==> src/rtl/hpi_pkg.sv <==
package hpi_pkg;

   localparam int unsigned REG_W  = 32;
   localparam int unsigned REG_AW = 3;

   localparam logic [REG_AW-1:0] A_ENABLE   = 3'd0;
   localparam logic [REG_AW-1:0] A_CMP_MASK = 3'd1;
   localparam logic [REG_AW-1:0] A_CMP_VAL  = 3'd2;
   localparam logic [REG_AW-1:0] A_CHG_MASK = 3'd3;
   localparam logic [REG_AW-1:0] A_CHG_VAL  = 3'd4;
   localparam logic [REG_AW-1:0] A_COUNT    = 3'd5;

   // Compare and change settings, already in header lane order
   typedef struct packed {
      logic [REG_W-1:0] cmp_mask;
      logic [REG_W-1:0] cmp_val;
      logic [REG_W-1:0] chg_mask;
      logic [REG_W-1:0] chg_val;
   } hpi_cfg_t;

   // Register byte k <-> header byte (3-k)
   function automatic logic [REG_W-1:0] lane_swap(input logic [REG_W-1:0] v);
      logic [REG_W-1:0] r;
      for (int k = 0; k < REG_W/8; k++)
         r[8*k +: 8] = v[REG_W-8-8*k +: 8];
      return r;
   endfunction

endpackage

==> src/rtl/hpi_regs.sv <==
module hpi_regs
   import hpi_pkg::*;
#(
   parameter int unsigned NUM_CH   = 8,
   parameter int unsigned PATCH_CH = 6,
   parameter int unsigned CNT_W    = 8,
   parameter bit          RD_REG   = 1'b1
) (
   input  logic              clk,
   input  logic              rst_n,
   input  logic              wr_en,
   input  logic [REG_AW-1:0] wr_addr,
   input  logic [REG_W-1:0]  wr_data,
   input  logic              rd_en,
   input  logic [REG_AW-1:0] rd_addr,
   output logic [REG_W-1:0]  rd_data,
   output hpi_cfg_t          cfg,
   output logic              ch_en,
   output logic              armed,
   input  logic              consume
);

   logic [NUM_CH-1:0] en_q;
   logic [REG_W-1:0]  cm_q, cv_q, gm_q, gv_q;
   logic [CNT_W-1:0]  cnt_q;
   logic [CNT_W-1:0]  rem_q;
   logic [REG_W-1:0]  rd_mux;
   logic              cnt_wr;

   assign cnt_wr = wr_en && (wr_addr == A_COUNT);

   always_ff @(posedge clk) begin
      if (!rst_n) begin
         en_q  <= '0;
         cm_q  <= '0;
         cv_q  <= '0;
         gm_q  <= '0;
         gv_q  <= '0;
         cnt_q <= '0;
      end else if (wr_en) begin
         case (wr_addr)
            A_ENABLE:   en_q  <= wr_data[NUM_CH-1:0];
            A_CMP_MASK: cm_q  <= wr_data;
            A_CMP_VAL:  cv_q  <= wr_data;
            A_CHG_MASK: gm_q  <= wr_data;
            A_CHG_VAL:  gv_q  <= wr_data;
            A_COUNT:    cnt_q <= wr_data[CNT_W-1:0];
            default:    ;
         endcase
      end
   end

   // Remaining-hit counter; a count write re-arms and wins over a decrement
   always_ff @(posedge clk) begin
      if (!rst_n)
         rem_q <= '0;
      else if (cnt_wr)
         rem_q <= wr_data[CNT_W-1:0];
      else if (consume && (rem_q != '0))
         rem_q <= rem_q - CNT_W'(1);
   end

   always_comb begin
      case (rd_addr)
         A_ENABLE:   rd_mux = REG_W'(en_q);
         A_CMP_MASK: rd_mux = cm_q;
         A_CMP_VAL:  rd_mux = cv_q;
         A_CHG_MASK: rd_mux = gm_q;
         A_CHG_VAL:  rd_mux = gv_q;
         A_COUNT:    rd_mux = REG_W'(cnt_q);
         default:    rd_mux = '0;
      endcase
   end

   generate
      if (RD_REG) begin : g_rd_reg
         always_ff @(posedge clk) begin
            if (!rst_n)
               rd_data <= '0;
            else if (rd_en)
               rd_data <= rd_mux;
         end
      end else begin : g_rd_comb
         assign rd_data = rd_mux;
      end
   endgenerate

   assign cfg.cmp_mask = lane_swap(cm_q);
   assign cfg.cmp_val  = lane_swap(cv_q);
   assign cfg.chg_mask = lane_swap(gm_q);
   assign cfg.chg_val  = lane_swap(gv_q);
   assign ch_en        = en_q[PATCH_CH];
   assign armed        = (rem_q != '0);


   rem_no_underflow_chk: assert property (@(posedge clk) disable iff (!rst_n)
      (rem_q == '0 && !cnt_wr) |=> (rem_q == '0));


   rem_hold_chk: assert property (@(posedge clk) disable iff (!rst_n)
      (!cnt_wr && !consume) |=> $stable(rem_q));

endmodule

==> src/rtl/hpi_match.sv <==
module hpi_match
   import hpi_pkg::*;
#(
   parameter int unsigned HDR_DW = 3,
   localparam int unsigned HW    = HDR_DW * REG_W
) (
   input  logic [HW-1:0] hdr_in,
   input  hpi_cfg_t      cfg,
   input  logic          active,
   output logic [HW-1:0] hdr_out,
   output logic          hit
);

   logic [REG_W-1:0] dw0, dw1, dw1_new;

   assign dw0     = hdr_in[0 +: REG_W];
   assign dw1     = hdr_in[REG_W +: REG_W];
   assign hit     = active && ((dw0 & cfg.cmp_mask) == cfg.cmp_val);
   assign dw1_new = (dw1 & ~cfg.chg_mask) | (cfg.chg_val & cfg.chg_mask);

   genvar d;
   generate
      for (d = 0; d < HDR_DW; d++) begin : g_dw
         if (d == 1) begin : g_patch
            assign hdr_out[d*REG_W +: REG_W] = hit ? dw1_new : dw1;
         end else begin : g_pass
            assign hdr_out[d*REG_W +: REG_W] = hdr_in[d*REG_W +: REG_W];
         end
      end
   endgenerate

endmodule

==> src/rtl/hpi_stage.sv <==
module hpi_stage #(
   parameter int unsigned W = 96
) (
   input  logic         clk,
   input  logic         rst_n,
   input  logic         in_valid,
   output logic         in_ready,
   input  logic [W-1:0] in_data,
   output logic         out_valid,
   input  logic         out_ready,
   output logic [W-1:0] out_data
);

   logic         vld_q;
   logic [W-1:0] dat_q;

   assign in_ready  = !vld_q || out_ready;
   assign out_valid = vld_q;
   assign out_data  = dat_q;

   always_ff @(posedge clk) begin
      if (!rst_n) begin
         vld_q <= 1'b0;
         dat_q <= '0;
      end else if (in_valid && in_ready) begin
         vld_q <= 1'b1;
         dat_q <= in_data;
      end else if (out_ready) begin
         vld_q <= 1'b0;
      end
   end


   hold_stable_chk: assert property (@(posedge clk) disable iff (!rst_n)
      (out_valid && !out_ready) |=> (out_valid && $stable(out_data)));


   empty_ready_chk: assert property (@(posedge clk) disable iff (!rst_n)
      !out_valid |-> in_ready);

endmodule

==> src/rtl/hdr_patch_inj.sv <==
module hdr_patch_inj
   import hpi_pkg::*;
#(
   parameter int unsigned HDR_DW   = 3,
   parameter int unsigned NUM_CH   = 8,
   parameter int unsigned PATCH_CH = 6,
   parameter int unsigned CNT_W    = 8,
   parameter bit          RD_REG   = 1'b1,
   localparam int unsigned HW      = HDR_DW * REG_W
) (
   input  logic              clk,
   input  logic              rst_n,
   input  logic              in_valid,
   output logic              in_ready,
   input  logic [HW-1:0]     in_hdr,
   output logic              out_valid,
   input  logic              out_ready,
   output logic [HW-1:0]     out_hdr,
   input  logic              reg_wr_en,
   input  logic [REG_AW-1:0] reg_wr_addr,
   input  logic [REG_W-1:0]  reg_wr_data,
   input  logic              reg_rd_en,
   input  logic [REG_AW-1:0] reg_rd_addr,
   output logic [REG_W-1:0]  reg_rd_data
);

   generate
      if (HDR_DW < 2) begin : g_bad_dw
         $error("HDR_DW must be at least 2");
      end
      if (NUM_CH < 1 || NUM_CH > REG_W) begin : g_bad_ch
         $error("NUM_CH must be 1..32");
      end
      if (PATCH_CH >= NUM_CH) begin : g_bad_pch
         $error("PATCH_CH must be below NUM_CH");
      end
      if (CNT_W < 1 || CNT_W > REG_W) begin : g_bad_cnt
         $error("CNT_W must be 1..32");
      end
   endgenerate

   hpi_cfg_t       cfg;
   logic           ch_en, armed, hit, consume;
   logic [HW-1:0]  held_hdr;

   hpi_regs #(
      .NUM_CH(NUM_CH), .PATCH_CH(PATCH_CH), .CNT_W(CNT_W), .RD_REG(RD_REG)
   ) u_regs (
      .clk(clk), .rst_n(rst_n),
      .wr_en(reg_wr_en), .wr_addr(reg_wr_addr), .wr_data(reg_wr_data),
      .rd_en(reg_rd_en), .rd_addr(reg_rd_addr), .rd_data(reg_rd_data),
      .cfg(cfg), .ch_en(ch_en), .armed(armed), .consume(consume)
   );

   hpi_stage #(.W(HW)) u_stage (
      .clk(clk), .rst_n(rst_n),
      .in_valid(in_valid), .in_ready(in_ready), .in_data(in_hdr),
      .out_valid(out_valid), .out_ready(out_ready), .out_data(held_hdr)
   );

   hpi_match #(.HDR_DW(HDR_DW)) u_match (
      .hdr_in(held_hdr), .cfg(cfg), .active(ch_en && armed),
      .hdr_out(out_hdr), .hit(hit)
   );

   assign consume = out_valid && out_ready && hit;


   keep_unmasked_chk: assert property (@(posedge clk) disable iff (!rst_n)
      out_valid |-> (((out_hdr[REG_W +: REG_W] ^ held_hdr[REG_W +: REG_W])
                      & ~cfg.chg_mask) == '0));


   passthrough_chk: assert property (@(posedge clk) disable iff (!rst_n)
      (out_valid && !(ch_en && armed)) |-> (out_hdr == held_hdr));


   dw0_intact_chk: assert property (@(posedge clk) disable iff (!rst_n)
      out_valid |-> (out_hdr[0 +: REG_W] == held_hdr[0 +: REG_W]));

endmodule

==> config.mk <==
export PLATFORM = sky130hd
export DESIGN_NAME = hdr_patch_inj
export DESIGN_NICKNAME = d
export VERILOG_FILES = /design/src/rtl/hpi_pkg.sv /design/src/rtl/hpi_regs.sv /design/src/rtl/hpi_match.sv /design/src/rtl/hpi_stage.sv /design/src/rtl/hdr_patch_inj.sv
export SDC_FILE = /design/constraint.sdc
export NUM_CORES = 1
export LEC_CHECK = 0
export BUFFER_PORTS_ARGS = -buffer_cell sky130_fd_sc_hd__buf_2
export CAP_MARGIN = 15
export CORE_ASPECT_RATIO = 0.5
export CORE_UTILIZATION = 50
export DETAILED_ROUTE_END_ITERATION = 8
export PLACE_DENSITY_LB_ADDON = 0.1
export SYNTH_ARGS = -nofsm -noshare
export SYNTH_HDL_FRONTEND = slang
export SYNTH_SLANG_ARGS = --single-unit
==> constraint.sdc <==
create_clock -name clk -period 7.5 [get_ports clk]
set_input_delay 1.5 -clock clk [delete_from_list [all_inputs] [get_ports clk]]
set_output_delay 1.5 -clock clk [all_outputs]
set_load 0.03 [all_outputs]
# Word-level counts from Yosys, hierarchy flattened
# Index checks and enable logic that the tools add are counted.
[word_totals]
ff_bits = 281
output_inout_bits = 130
wordCells = 53
[op_classes]
add_sub_neg = 1
n_eq_ne = 11
muxes = 6
bitwise = 5
reduce_logical = 20
[ops]
columns = ["op", "n"]
rows = [
  ["$pmux 32 s6", 1],
  ["$and 32x32->32", 3],
  ["$eq 32x32->1", 1],
  ["$mux 32", 1],
  ["$not 32->32", 1],
  ["$or 32x32->32", 1],
  ["$mux 8", 2],
  ["$eq 3x2->1 const B", 4],
  ["$eq 3x3->1 const B", 4],
  ["$reduce_and 2->1", 6],
  ["$reduce_bool 8->1", 1],
  ["$sub 8x1->8 const B", 1],
  ["$logic_and 1x1->1", 7],
  ["$eq 3x1->1 const B", 2],
  ["$logic_not 3->1", 2],
  ["$reduce_bool 2->1", 2],
  ["$mux 1", 2],
  ["$logic_not 1->1", 1],
  ["$logic_or 1x1->1", 1],
]

# Depth between registers and ports, before layout
[depth]
ltp_word = 7
mapped_depth = 9
depth_no_buf = 7

# By module
# From an unflattened synthesis, not the netlist that was laid out.
[hier_totals]
cells_unflattened = 1554
hier_area_um2 = 13211.4
[by_module_without_submodules]
columns = ["mod", "instances", "cells_per_inst", "area_per_inst_um2", "seq_area_each_um2"]
rows = [
  ["hpi_regs", 1, 910, 7688.6, 3683.5],
  ["hpi_stage", 1, 421, 3828.7, 1941.9],
  ["hpi_match", 1, 221, 1681.6, 0.0],
  ["hdr_patch_inj", 1, 2, 12.5, 0.0],
]

# Worst setup path after synthesis
# No wires, ideal clock.
[synth_path]
path_type = "register to output"
start = "register u_regs.cv_q[28]"
end = "output port out_hdr[61]"
arrival_ns = 2.041
path_slack_ns = 3.959
stages_incl_launch_ff = 8
path_buffers = 1
path_cell_list = "dfxtp_1 > and3b_4 > nor4b_4 > nand4_2 > nor4_4 > buf_6 > nand3_1 > mux2_1"
[synth_via]
elab_chain_len = 3
[synth_lines]
columns = ["item", "line_no", "rtl"]
rows = [
  ["start: declaration", "hpi_regs.sv:24", "logic [REG_W-1:0] cm_q, cv_q, gm_q, gv_q;"],
  ["start signal: assignment", "hpi_regs.sv:44", "A_CMP_VAL: cv_q <= wr_data;"],
  ["$eq 32x32->1", "hpi_match.sv:18", "assign hit = active && ((dw0 & cfg.cmp_mask) == cfg.cmp_val);"],
  ["$logic_and 1x1->1", "hpi_match.sv:18", ""],
  ["$mux 32", "hpi_match.sv:25", "assign hdr_out[d*REG_W +: REG_W] = hit ? dw1_new : dw1;"],
  ["end: declaration", "hdr_patch_inj.sv:18", "output logic [HW-1:0] out_hdr,"],
]
# No other way between the ends.

# Final worst setup path
[layout_path]
start = "register u_regs.cm_q[2]"
end = "output port out_hdr[61]"
[layout_via]
elab_chain_len = 4
[layout_lines]
columns = ["item", "line_no", "rtl"]
rows = [
  ["start: declaration", "hpi_regs.sv:24", ""],
  ["start signal: assignment", "hpi_regs.sv:43", "A_CMP_MASK: cm_q <= wr_data;"],
  ["$and 32x32->32", "hpi_match.sv:18", ""],
  ["$eq 32x32->1", "hpi_match.sv:18", ""],
  ["$logic_and 1x1->1", "hpi_match.sv:18", ""],
  ["$mux 32", "hpi_match.sv:25", ""],
]
# No other way between the ends.

==> impl_metrics.env <==
export IMPL_hold_depth=2
export IMPL_ys_types=55
export IMPL_r2r_start="u_regs.cm_q[2]"
export IMPL_core_um2=26500
export IMPL_drc_errors=0
export IMPL_crit_path_end_kind="output port"
export IMPL_grt_pass1_vias=11432
export IMPL_drtPass1Iterations=5
export IMPL_hold_viol_final=0
export IMPL_finalCritPeriodShare=0.669
export IMPL_final_setup_tns_ps=0
export IMPL_final_layout_size_suffix_gt1_frac=0.229
export IMPL_grt_setup_unrepaired="false"
export IMPL_leakage_nw=6.19
export IMPL_yosysSeqAreaShare=0.416
export IMPL_fin_cells=2137
export IMPL_cts_setup_buffers=0
export IMPL_required_ps=6000
export IMPL_synth_edf_count=0
export IMPL_dp_hpwl_mm=28.4
export IMPL_synthCells=1626
export IMPL_cts_sinks=281
export IMPL_ant_nets=0
export IMPL_cts_tree="built"
export IMPL_synth_area_um2=13500
export IMPL_cp_data_arrival_time_ps=3520
export IMPL_gp_congestion=0.922
export IMPL_tightest_slew_ps=1160
export IMPL_track_usage=0.297
export IMPL_synthArstFlopShare=0
export IMPL_path_clk_slew_ps=70
export IMPL_drt_iter0_drc=1196
export IMPL_grt_overflow_total=0
export IMPL_clk_path_buf_depth=3
export IMPL_synth_nets=1767
export IMPL_rrSetupSlack_ps=4700
export IMPL_synth_avg_cell_area_um2=8.31
export IMPL_status="finished clean"
export IMPL_crit_path_max_fanout=24
export IMPL_yosysWarnings=0
export IMPL_grt_max_degree=189
export IMPL_finClkSkew_ps=13.7
export IMPL_final_max_slew_viol_count=0
export IMPL_antenna_found_initial=2
export IMPL_io_pins=270
export IMPL_p_per_area_nw_per_um2=219
export IMPL_io_buffers=269
export IMPL_design_area_um2=15400
export IMPL_min_path_type="flip-flop to flip-flop"
export IMPL_fin_crit_ps=5020
export IMPL_cts_buffers=26
export IMPL_layout_common_cells="nand2_1, dfxtp_1, buf_2"
export IMPL_vdd_drop_max_v=0.000163
export IMPL_ys_flop_type="dfxtp_1"
export IMPL_start_util=0.510
export IMPL_drv_cap=0
export IMPL_place_area_um2=14500
export IMPL_root_buffer="clkbuf_16"
export IMPL_ys_seq_elements=281
export IMPL_wl_per_cell_um=19.7
export IMPL_maxSlewHeadroom=0.224
export IMPL_die_x_um=234
export IMPL_r2r_end="u_regs.rem_q[7]"
export IMPL_cts_max_level=1
export IMPL_row_count=42
export IMPL_fin_nets=1906
export IMPL_setup_viol=0
export IMPL_worst_setup_path_type="flip-flop to output port"
export IMPL_routed_via_count=12067
export IMPL_via_per_inst=5.65
export IMPL_die_area_um2=27700
export IMPL_area_growth_pct=14.3
export IMPL_grt_first_pass_wirelength_mm=64.6
export IMPL_die_h_um=118
export IMPL_layout_commonest_cell="nand2_1"
export IMPL_timing_fmax_mhz=199
export IMPL_min_to="u_stage.out_data[94]"
export IMPL_dp_cells=2087
export IMPL_insertion_delay_ps=550
export IMPL_worstHoldStart="u_stage.out_data[94]"
export IMPL_drt_wl_total_mm=42.2
export IMPL_reg2regPathDepth=7
export IMPL_cts_resized=0
export IMPL_hold_buffers=0
export IMPL_start_kind="flip-flop"
worst max-delay path, stage by stage, from the launching register on:
cell      delay, ps
dfxtp_1         430
a21boi_0        180
nor4_1          260
and4_1          340
and2_2          560
buf_4           500
nand3_1         170
mux2_1          340
buf_2           190
metrics by stage:
| stage | setup WS [ps] | total power [W] | hold slack (ps) | utilization |
|---|---|---|---|---|
| 6_report | 2480 | 0.00338 | 454 | 0.583 |
| 5_1_grt | 2370 | 0.00350 | 471 | 0.583 |
| 4_1_cts | 2500 | 0.00340 | 456 | 0.582 |
| 3_5_place_dp | 3110 | 0.00202 | 447 | 0.548 |
| 3_3_place_gp | 3220 | 0.00201 | 440 | 0.548 |
| 2_1_floorplan | 3960 | 0.00189 | 435 | - |
state kept, by name (all words and copies together), names as in the netlist, 32 cells and up:
register and count:
u_stage.out_data 96, u_regs.cm_q 32, u_regs.cv_q 32, u_regs.gm_q 32, u_regs.gv_q 32, u_regs.rd_data 32
power by group:
| group | internal, W | switching [W] |
|---|---|---|
| Combinational | 0.000135 | 0.000269 |
| Sequential | 0.00154 | 0.0000426 |
| Clock | 0.000799 | 0.000594 |
per-layer routing:
metal  wire, µm  GRT usage  share of wire
met1      19200      0.414           0.45
met2      19000      0.473           0.45
met3       3220     0.0545          0.076
met4        800     0.0710          0.019
met5          0          0              0
kinds of logic (layout without fill, tap and decap cells):
group,Yosys count,in the layout,synth area share
buffers and inverters,181,339,0.0714
multiplexers,50,50,0.0486
XOR/XNOR,3,3,0.00195
flip-flops,281,281,0.416
other,0,1,0
AND/OR/NAND/NOR,683,683,0.231
AO/OA/AOI/OAI,427,427,0.229
adder cells (fa/ha/maj),1,1,0.000926
synthesized netlist by cell type (all sizes together) (6+ instances only):
cell	count	area, µm²
a211oi	11	82.6
a21boi	253	1900
a21oi	48	240
a22oi	53	398
and2	6	37.5
and3	15	93.8
and3b	10	91.3
buf	80	586
clkbuf	98	368
dfxtp	281	5630
mux2	35	507
mux2i	15	150
nand2	504	1890
nand3	48	390
nor2	22	82.6
nor2b	35	219
nor3	9	45.0
nor4	13	103
o21a	24	180
o21ai	6	30.0
o22a	7	61.3
how the worst max path moves through the flow:
stage | start | endpoint | slack (ps) | cells past startpoint
after global routing | u_regs.cm_q[2] | out_hdr[61] | 2370 | 8
after global placement | u_regs.cv_q[19] | out_hdr[61] | 3220 | 8
after floorplan | u_regs.cv_q[28] | out_hdr[61] | 3960 | 7
after CTS | u_regs.cv_q[19] | out_hdr[61] | 2500 | 8
after detailed placement | u_regs.cm_q[2] | out_hdr[61] | 3110 | 8
final | u_regs.cm_q[2] | out_hdr[61] | 2480 | 8
cell type report:
class | count | area (µm²)
antenna | 1 | 2.50
clock buffer | 42 | 802
clock inverter | 5 | 77.6
fill | 2433 | 11000
inverter | 3 | 11.3
multi-input combinational | 1164 | 6960
sequential | 281 | 5630
tap | 352 | 440
timing repair buffer | 289 | 1520
Power figures use the tool's default switching activity.
